===== config.mk =====
export PLATFORM = sky130hd
export DESIGN_NAME = tp_spy_capture
export DESIGN_NICKNAME = d
export VERILOG_FILES = /design/src/rtl/spy_pkg.sv /design/src/rtl/spy_fifo.sv /design/src/rtl/spy_rd_mux.sv /design/src/rtl/tp_spy_capture.sv
export SDC_FILE = /design/constraint.sdc
export NUM_CORES = 2
export LEC_CHECK = 0
export ABC_AREA = 1
export BUFFER_PORTS_ARGS = -buffer_cell sky130_fd_sc_hd__buf_2
export CORE_ASPECT_RATIO = 0.75
export CORE_MARGIN = 3
export CORE_UTILIZATION = 40
export DETAILED_ROUTE_END_ITERATION = 8
export GPL_ROUTABILITY_DRIVEN = 0
export PLACE_DENSITY = 0.52
export SLEW_MARGIN = 5
export SYNTH_ARGS = -nofsm -noshare
export SYNTH_HDL_FRONTEND = slang
export SYNTH_SLANG_ARGS = --single-unit

===== constraint.sdc =====
create_clock -name clk -period 3.3 [get_ports clk]
set_input_delay 0.66 -clock clk [delete_from_list [all_inputs] [get_ports clk]]
set_output_delay 0.66 -clock clk [all_outputs]
set_load 0.01 [all_outputs]

===== src/rtl/spy_pkg.sv =====
package spy_pkg;
   localparam int unsigned SPY_NCH     = 8;
   localparam int unsigned SPY_DW      = 10;
   localparam int unsigned SPY_DEPTH   = 16;
   localparam int unsigned SPY_AW      = 8;
   localparam int unsigned SPY_BUS_W   = 16;
   localparam logic [7:0]  SPY_CH_BASE = 8'h35;
   localparam logic [7:0]  SPY_STAT    = 8'h71;
endpackage


===== src/rtl/spy_fifo.sv =====
module spy_fifo #(
   parameter int unsigned DW    = 10,
   parameter int unsigned DEPTH = 16
) (
   input  logic          clk,
   input  logic          rst_n,
   input  logic          clr,
   input  logic          wr_en,
   input  logic [DW-1:0] wr_data,
   input  logic          rd_en,
   output logic [DW-1:0] head,
   output logic          empty,
   output logic          full
);
   localparam int unsigned AW = (DEPTH > 1) ? $clog2(DEPTH) : 1;
   localparam int unsigned CW = AW + 1;

   if ((1 << AW) != DEPTH) begin : g_bad_depth
      $error("spy_fifo: DEPTH must be a power of two");
   end

   logic [DW-1:0] mem [DEPTH];
   logic [AW-1:0] wr_ptr, rd_ptr;
   logic [CW-1:0] count;
   logic          do_wr, do_rd;

   assign empty = (count == '0);
   assign full  = (count == CW'(DEPTH));
   assign do_wr = wr_en && !full && !clr;
   assign do_rd = rd_en && !empty && !clr;
   assign head  = empty ? '0 : mem[rd_ptr];

   always_ff @(posedge clk or negedge rst_n) begin
      if (!rst_n) begin
         wr_ptr <= '0;
         rd_ptr <= '0;
         count  <= '0;
      end else if (clr) begin
         wr_ptr <= '0;
         rd_ptr <= '0;
         count  <= '0;
      end else begin
         if (do_wr) wr_ptr <= wr_ptr + AW'(1);
         if (do_rd) rd_ptr <= rd_ptr + AW'(1);
         count <= count + CW'(do_wr) - CW'(do_rd);
      end
   end

   always_ff @(posedge clk) begin
      if (do_wr) mem[wr_ptr] <= wr_data;
   end
endmodule


===== src/rtl/spy_rd_mux.sv =====
module spy_rd_mux #(
   parameter int unsigned NCH     = 8,
   parameter int unsigned DW      = 10,
   parameter int unsigned AW      = 8,
   parameter int unsigned BUS_W   = 16,
   parameter logic [7:0]  CH_BASE = 8'h35,
   parameter logic [7:0]  STAT    = 8'h71
) (
   input  logic              rd_strobe,
   input  logic [AW-1:0]     rd_addr,
   input  logic [NCH*DW-1:0] heads,
   input  logic [NCH-1:0]    empty_v,
   input  logic [NCH-1:0]    full_v,
   output logic [NCH-1:0]    pop_v,
   output logic [BUS_W-1:0]  rd_next
);
   logic [NCH-1:0] hit;

   for (genvar c = 0; c < NCH; c++) begin : g_hit
      assign hit[c]   = rd_strobe && (rd_addr == AW'(CH_BASE + c));
      assign pop_v[c] = hit[c] && !empty_v[c];
   end

   always_comb begin
      rd_next = '0;
      for (int c = 0; c < NCH; c++) begin
         if (hit[c]) begin
            rd_next[DW-1:0] = heads[c*DW +: DW];
            rd_next[DW]     = empty_v[c];
         end
      end
      if (rd_strobe && rd_addr == AW'(STAT)) begin
         rd_next[2*NCH-1:0] = {full_v, empty_v};
      end
   end
endmodule


===== src/rtl/tp_spy_capture.sv =====
module tp_spy_capture
   import spy_pkg::*;
#(
   parameter int unsigned NCH     = SPY_NCH,
   parameter int unsigned DW      = SPY_DW,
   parameter int unsigned DEPTH   = SPY_DEPTH,
   parameter int unsigned AW      = SPY_AW,
   parameter int unsigned BUS_W   = SPY_BUS_W,
   parameter logic [7:0]  CH_BASE = SPY_CH_BASE,
   parameter logic [7:0]  STAT    = SPY_STAT
) (
   input  logic              clk,
   input  logic              rst_n,
   input  logic              run_active,
   input  logic              soft_clr,
   input  logic [NCH*DW-1:0] sample_in,
   input  logic              rd_strobe,
   input  logic [AW-1:0]     rd_addr,
   output logic [BUS_W-1:0]  rd_data
);
   if (2 * NCH > BUS_W) begin : g_bad_stat
      $error("tp_spy_capture: status word cannot hold 2*NCH flags");
   end
   if (DW + 1 > BUS_W) begin : g_bad_dw
      $error("tp_spy_capture: data plus empty flag exceeds bus width");
   end

   logic [NCH*DW-1:0] heads;
   logic [NCH-1:0]    empty_v, full_v, pop_v;
   logic [BUS_W-1:0]  rd_next;

   for (genvar c = 0; c < NCH; c++) begin : g_ch
      spy_fifo #(.DW(DW), .DEPTH(DEPTH)) u_fifo (
         .clk     (clk),
         .rst_n   (rst_n),
         .clr     (soft_clr),
         .wr_en   (run_active),
         .wr_data (sample_in[c*DW +: DW]),
         .rd_en   (pop_v[c]),
         .head    (heads[c*DW +: DW]),
         .empty   (empty_v[c]),
         .full    (full_v[c])
      );
   end

   spy_rd_mux #(
      .NCH(NCH), .DW(DW), .AW(AW), .BUS_W(BUS_W),
      .CH_BASE(CH_BASE), .STAT(STAT)
   ) u_mux (
      .rd_strobe (rd_strobe),
      .rd_addr   (rd_addr),
      .heads     (heads),
      .empty_v   (empty_v),
      .full_v    (full_v),
      .pop_v     (pop_v),
      .rd_next   (rd_next)
   );

   always_ff @(posedge clk or negedge rst_n) begin
      if (!rst_n)         rd_data <= '0;
      else if (rd_strobe) rd_data <= rd_next;
   end
endmodule


Word-level counts from Yosys, hierarchy flattened

Memory sizes are Yosys's and may differ from the RTL's.
Cells that the tools add are included.
Widths: inputs -> output; s select.

$add $sub $neg: 32
Equal/unequal tests: 17
Mux-type cells: 73
Reductions and logical operators: 90

Operator list:

| kind                | count |
|---|---|
| $mux 4              | 32 |
| $mux 11             | 8 |
| $mux 10             | 8 |
| $add 4x1->4 const B | 16 |
| $eq 8x6->1 const B  | 8 |
| $logic_and 1x1->1   | 49 |
| $add 5x1->5         | 8 |
| $eq 5x5->1 const B  | 8 |
| $logic_not 5->1     | 8 |
| $mux 5              | 8 |
| $sub 5x1->5         | 8 |
| $reduce_bool 2->1   | 16 |
| $logic_not 1->1     | 17 |
| $mux 1              | 16 |
| $mux 16             | 1 |
| $eq 8x7->1 const B  | 1 |

Flip-flop bits (word level): 120
RAM bits: 1,280
Input port bits: 93
Word-level logic and storage cells: 245
Memories: 8

Memories:

| name               | words | width | rd ports | clocked after Yosys merged registers in | write ports | line           | RTL |
|---|---|---|---|---|---|---|---|
| g_ch[0].u_fifo.mem | 16    | 10    | 1        | 0                                       | 1           | spy_fifo.sv:22 | `logic [DW-1:0] mem [DEPTH];` |
| g_ch[1].u_fifo.mem | 16    | 10    | 1        | 0                                       | 1           | spy_fifo.sv:22 |  |
| g_ch[2].u_fifo.mem | 16    | 10    | 1        | 0                                       | 1           | spy_fifo.sv:22 |  |
| g_ch[3].u_fifo.mem | 16    | 10    | 1        | 0                                       | 1           | spy_fifo.sv:22 |  |
| g_ch[4].u_fifo.mem | 16    | 10    | 1        | 0                                       | 1           | spy_fifo.sv:22 |  |
| g_ch[5].u_fifo.mem | 16    | 10    | 1        | 0                                       | 1           | spy_fifo.sv:22 |  |
| 2 more memories    | n/a   | n/a   | n/a      | n/a                                     | n/a         | n/a            |  |

Longest topological paths before layout

Depth after elaboration: 11
Depth in mapped cells: 20
Gate-level depth less buffers: 19

Hierarchy

Synthesis repeated with hierarchy kept, for this count alone.

Cell total of the unflattened synthesis: 5,747
Area, all modules: 60,997.3 um^2

Modules (own cells, without submodules):

| module                        | instances | cells an instance | area an instance (um^2) | seq. area each (um^2) |
|---|---|---|---|---|
| spy_fifo (g_ch[1].u_fifo ...) | 7         | 678               | 7,394.6                 | 5,129.9 |
| spy_fifo (g_ch[0].u_fifo)     | 1         | 678               | 7,388.3                 | 5,129.9 |
| spy_rd_mux                    | 1         | 255               | 1,202.4                 | 0.0 |
| tp_spy_capture                | 1         | 68                | 644.4                   | 400.4 |

Worst setup path before layout

Ideal clock, no wire load.

Kind: input to register
Start: in rd_addr[7]
End: reg g_ch[7].u_fifo.count[4]
Setup time: 0.132 ns
Data arrival time: 2.833 ns
Data required time: 3.168 ns
Path slack: 0.335 ns
Cell stages on the path: 18
Buffers on the path: 0
Cells stage by stage: nor2_1 nand2_2 nor2_2 nand3_1 nor2_2 inv_2 nor2_2 ha_1 inv_1 ha_1 inv_1 fa_1 inv_1 a21oi_1 nor2_1 nor2_1 xor2_1 nor2_1

Cells in the longest elaborated chain, start to end: 7

RTL lines:

| what                           | line                 | RTL |
|---|---|---|
| start: declaration             | tp_spy_capture.sv:18 | `input logic [AW-1:0] rd_addr,` |
| $eq 8x6->1                     | spy_rd_mux.sv:20     | `assign hit[c] = rd_strobe && (rd_addr == AW'(CH_BASE + c));` |
| $logic_and 1x1->1              | spy_rd_mux.sv:20     |  |
| $logic_and 1x1->1              | spy_rd_mux.sv:21     | `assign pop_v[c] = hit[c] && !empty_v[c];` |
| $logic_and 1x1->1 (2 in a row) | spy_fifo.sv:30       | `assign do_rd = rd_en && !empty && !clr;` |
| $sub 5x1->5                    | spy_fifo.sv:45       | `count <= count + CW'(do_wr) - CW'(do_rd);` |
| $mux 5                         | spy_fifo.sv:38       | `end else if (clr) begin` |
| end signal: assignment         | spy_fifo.sv:45       |  |
| end: declaration               | spy_fifo.sv:24       | `logic [CW-1:0] count;` |

No other way between the ends.
A chain may end at the register's enable or synchronous reset.

Final worst setup path

Start: reg g_ch[0].u_fifo.count[2]
End: reg g_ch[0].u_fifo.count[4]

Cells in the longest elaborated chain, start to end: 7
Elaborated cells on any way between the ends: 12
Classes of those cells: add/sub: 2; eq/ne: 1; mux: 1; reduce/logical: 8

RTL lines:

| what                                             | line |
|---|---|
| start: declaration                               | spy_fifo.sv:24 |
| start signal: assignment                         | spy_fifo.sv:45 |
| $eq 5x5->1 or $logic_not 5->1 (tied branches)    | spy_fifo.sv:28, spy_fifo.sv:27 |
| $logic_not 1->1, on equally long branches        | spy_fifo.sv:29, spy_fifo.sv:30, spy_rd_mux.sv:21 |
| $logic_and 1x1->1, on equally long branches      | spy_fifo.sv:29, spy_rd_mux.sv:21 |
| $logic_and 1x1->1, on equally long branches      | spy_fifo.sv:29, spy_fifo.sv:30 |
| $add 5x1->5 or $logic_and 1x1->1 (tied branches) | spy_fifo.sv:45, spy_fifo.sv:30 |
| $sub 5x1->5 *                                    | spy_fifo.sv:45 |
| $mux 5 *                                         | spy_fifo.sv:38 |

Every way passes the cells marked *; elsewhere a longest branch is shown, timed or not.

==> reports/results.txt <==
CP Launch Type -> flip-flop
Vias per cell -> 5.11
PortBufs -> 108
Fill count -> 13.5k
CP Data Arrival Time -> 3.53 ns
Initial Util -> 0.405
Final wirelength -> 156,000 µm
Chip Height -> 339 µm
Net Sw Frac -> 0.224
Reg2Reg Depth -> 18
Final Instance Area -> 67,300 µm²
Die ar. -> 152,000 µm²
Drt initial violations -> 3,455
Core Footprint -> 146,000 µm²
Total Routing Usage GR -> 0.203
Root Buffer -> clkbuf_16
# DRC -> 0
Largest net degree at the start of global routing -> 106
Cell Rows -> 121
TritonCTS Buffers -> 143
Sinks on the clock net -> 1,400
Clk buf depth -> 3
Placed inst area -> 62,900 µm²
Final slew viol count -> 0
Final Hold Fails -> 0
Critical Path RT -> 4.00 ns
Mux share of post-synthesis cell area -> 0
Cells after Synth -> 5,241
HP Class -> primary input to flip-flop
Slew HR -> 0.187
Synth Flop Type -> edfxtp_1
Mapped cell area -> 59,100 µm²
Total chip power -> 37.3 mW
Hold path depth -> 1
Fraction of the yosys area taken by sequential cells -> 0.701
Top cell type's share of synthesized area -> 0.650
Synth Area in Adders -> 0.0213
Peak supply drop -> 437 µV
Max cap viols -> 0
Yosys reg bits -> 1,400
Chip Width -> 450 µm
CTS tree -> done
Setup_tns -> 0 ns
Most frequent cells in the layout -> 1,287 x nand2_1, 1,280 x edfxtp_1, 635 x nor2_1, 432 x nand3_1, 361 x o21ai_0
First-pass GRT wire length -> 236,000 µm
Critical path peak fanout -> 3
Post-DP HPWL -> 101,000 µm
Ys Warns -> 0
Area contributors post-synth -> edfxtp_1 65%, nand2_1 8.2%, dfrtp_1 5.1%
Worst setup EP type -> flip-flop
CTS hold repair buffers -> 1
H-tree depth -> 4
Clock power share -> 0.412
Vias post-DR -> 38.7k
Pwr dens -> 554 nW/µm²
Static leakage -> 25.0 nW
WL per Instance -> 20.7 µm
Latest clock arrival within the worst-skew pair -> 0.78 ns
Vias in the first global route -> 36.2k
Initial antenna violation count -> 7
Layout cells sized above 1 -> 0.102
Reg2Reg Setup Slack -> 0.48 ns
Yosys cell types -> 41
Seq pwr share -> 0.533
CP Class -> flip-flop to flip-flop
Largest area contributor in the netlist -> edfxtp_1
CTS resizes -> 0
Worst-Margin Slew -> 1.22 ns
Status -> completed
DRT Pass-1 Iters -> 5
Ys async rst share -> 0.0857
Top Ports -> 109
Min-delay src -> sample_in[53]
Xor and xnor area share after synthesis -> 0.00237
Fin crit share -> 0.856
Final nets -> 5,669
Simple-Gate Fraction of Synth Area -> 0.170
Clock skew -> 0.0281 ns
Worst r2r src -> g_ch[0].u_fifo.count[2]
RSZ-0062 raised after global routing -> no
Combinational share of power -> 0.055
Setup violators final -> 0
Post-synth EDFFs -> 1,280
CTS clk-pin slew, worst paths -> 0.06 ns
P_int -> 28.9 mW
Fmax -> 354 MHz
Largest family of logic cells by synthesized area -> simple AND/OR/NAND/NOR gates
Post-route minimum period -> 2.82 ns
Compound-Gate Fraction of Synth Area -> 0.0621
Overflow after GRT -> 0
Syn avg cell area -> 11.3 µm²
DRT antenna net count -> 0
Commonest non-fill, non-tap cell in the layout -> nand2_1
Syn nets -> 5,430
Post-CTS setup buffer count -> 0
Layout Area Growth over Synthesis -> 13.8%
Start point of the critical path -> g_ch[0].u_fifo.count[2]
Sw Pwr -> 8.37 mW
path summary, 6_finish.rpt:
kind | end
worst max-delay path | g_ch[0].u_fifo.count[4]
worst min-delay path | g_ch[5].u_fifo.mem[12][3]
worst min register to register | rd_data[1]
min in group asynchronous | g_ch[3].u_fifo.wr_ptr[2]
worst max register to register | g_ch[0].u_fifo.count[4]
max in group asynchronous | g_ch[4].u_fifo.rd_ptr[0]
kinds of logic after synthesis:
logic type      Yosys count
compound gates          665
fa+ha+maj                96
flops                  1400
buf+inv                 604
xor+xnor                 16
simple gates           2460
synthesized netlist by cell type, types with 10 or more instances:
cell	n
nand2_1	1287
edfxtp_1	1280
nor2_1	636
nand3_1	432
o21ai_0	361
inv_1	332
a21oi_1	148
dfrtp_1	120
clkbuf_1	106
buf_2	96
ha_1	88
o211ai_1	52
nand4_1	47
nor3_1	26
o21ai_1	22
buf_4	18
inv_2	18
o22ai_1	18
buf_1	16
a31oi_1	14
o2111ai_1	14
o221ai_1	13
buf_6	12
nand3b_1	10
layer usage:
layer | vias up | GRT usage | part of all wire
li1 | 18584 | - | -
met1 | 18939 | 0.313 | 0.49
met2 | 975 | 0.299 | 0.44
met3 | 171 | 0.0316 | 0.056
met4 | 0 | 0.0474 | 0.016
met5 | - | 0 | 0
registers in the layout, summed over array words and instances (netlist names):
register / count
g_ch.u_fifo.count: 40
g_ch.u_fifo.rd_ptr: 32
g_ch.u_fifo.mem: 1280
rd_data: 16
g_ch.u_fifo.wr_ptr: 32
area by class of cell:
class	count	area, µm²	share of cell area
Inverter	356	1340	0.0199
Tap cell	1968	2460	0.0366
Sequential cell	1400	41400	0.616
Clock inverter	65	432	0.00642
Antenna cell	3	7.51	0.000112
Clock buffer	193	3910	0.0582
Multi-Input combinational cell	3237	15100	0.225
Timing Repair Buffer	342	2530	0.0376
worst max-delay path, cell delays in order (launching register included):
cell	delay, ns
dfrtp_1	0.38
inv_1	0.08
ha_1	0.14
nand3_1	0.10
nor2_1	0.18
inv_1	0.12
nand4_1	0.19
nor2_1	0.09
ha_1	0.30
inv_1	0.06
ha_1	0.13
inv_1	0.06
fa_1	0.38
inv_1	0.09
a21oi_1	0.08
nor2_1	0.09
nor2_1	0.06
xor2_1	0.13
nor2_1	0.09
metrics by stage:
step                cells  hold slack (ns)  setup WS, ns   util
floorplan            5241            0.364         0.335      -
global placement     7302            0.464        0.0379  0.431
detailed placement   7302            0.465       -0.0113  0.431
CTS                  7561            0.210         0.464  0.461
global route         7563            0.235         0.244  0.461
finish               7564            0.275         0.476  0.461
power groups by stage:
stage	clock [mW]	combinational, mW	sequential, mW
after detailed placement	0	2.07	20.2
after CTS	15.7	2.08	19.9
after global placement	0	2.04	20.2
after floorplan	0	1.14	20.2
after global routing	16.4	2.33	19.9
final	15.4	2.06	19.9
No activity file was read; power rests on OpenSTA's default activity.
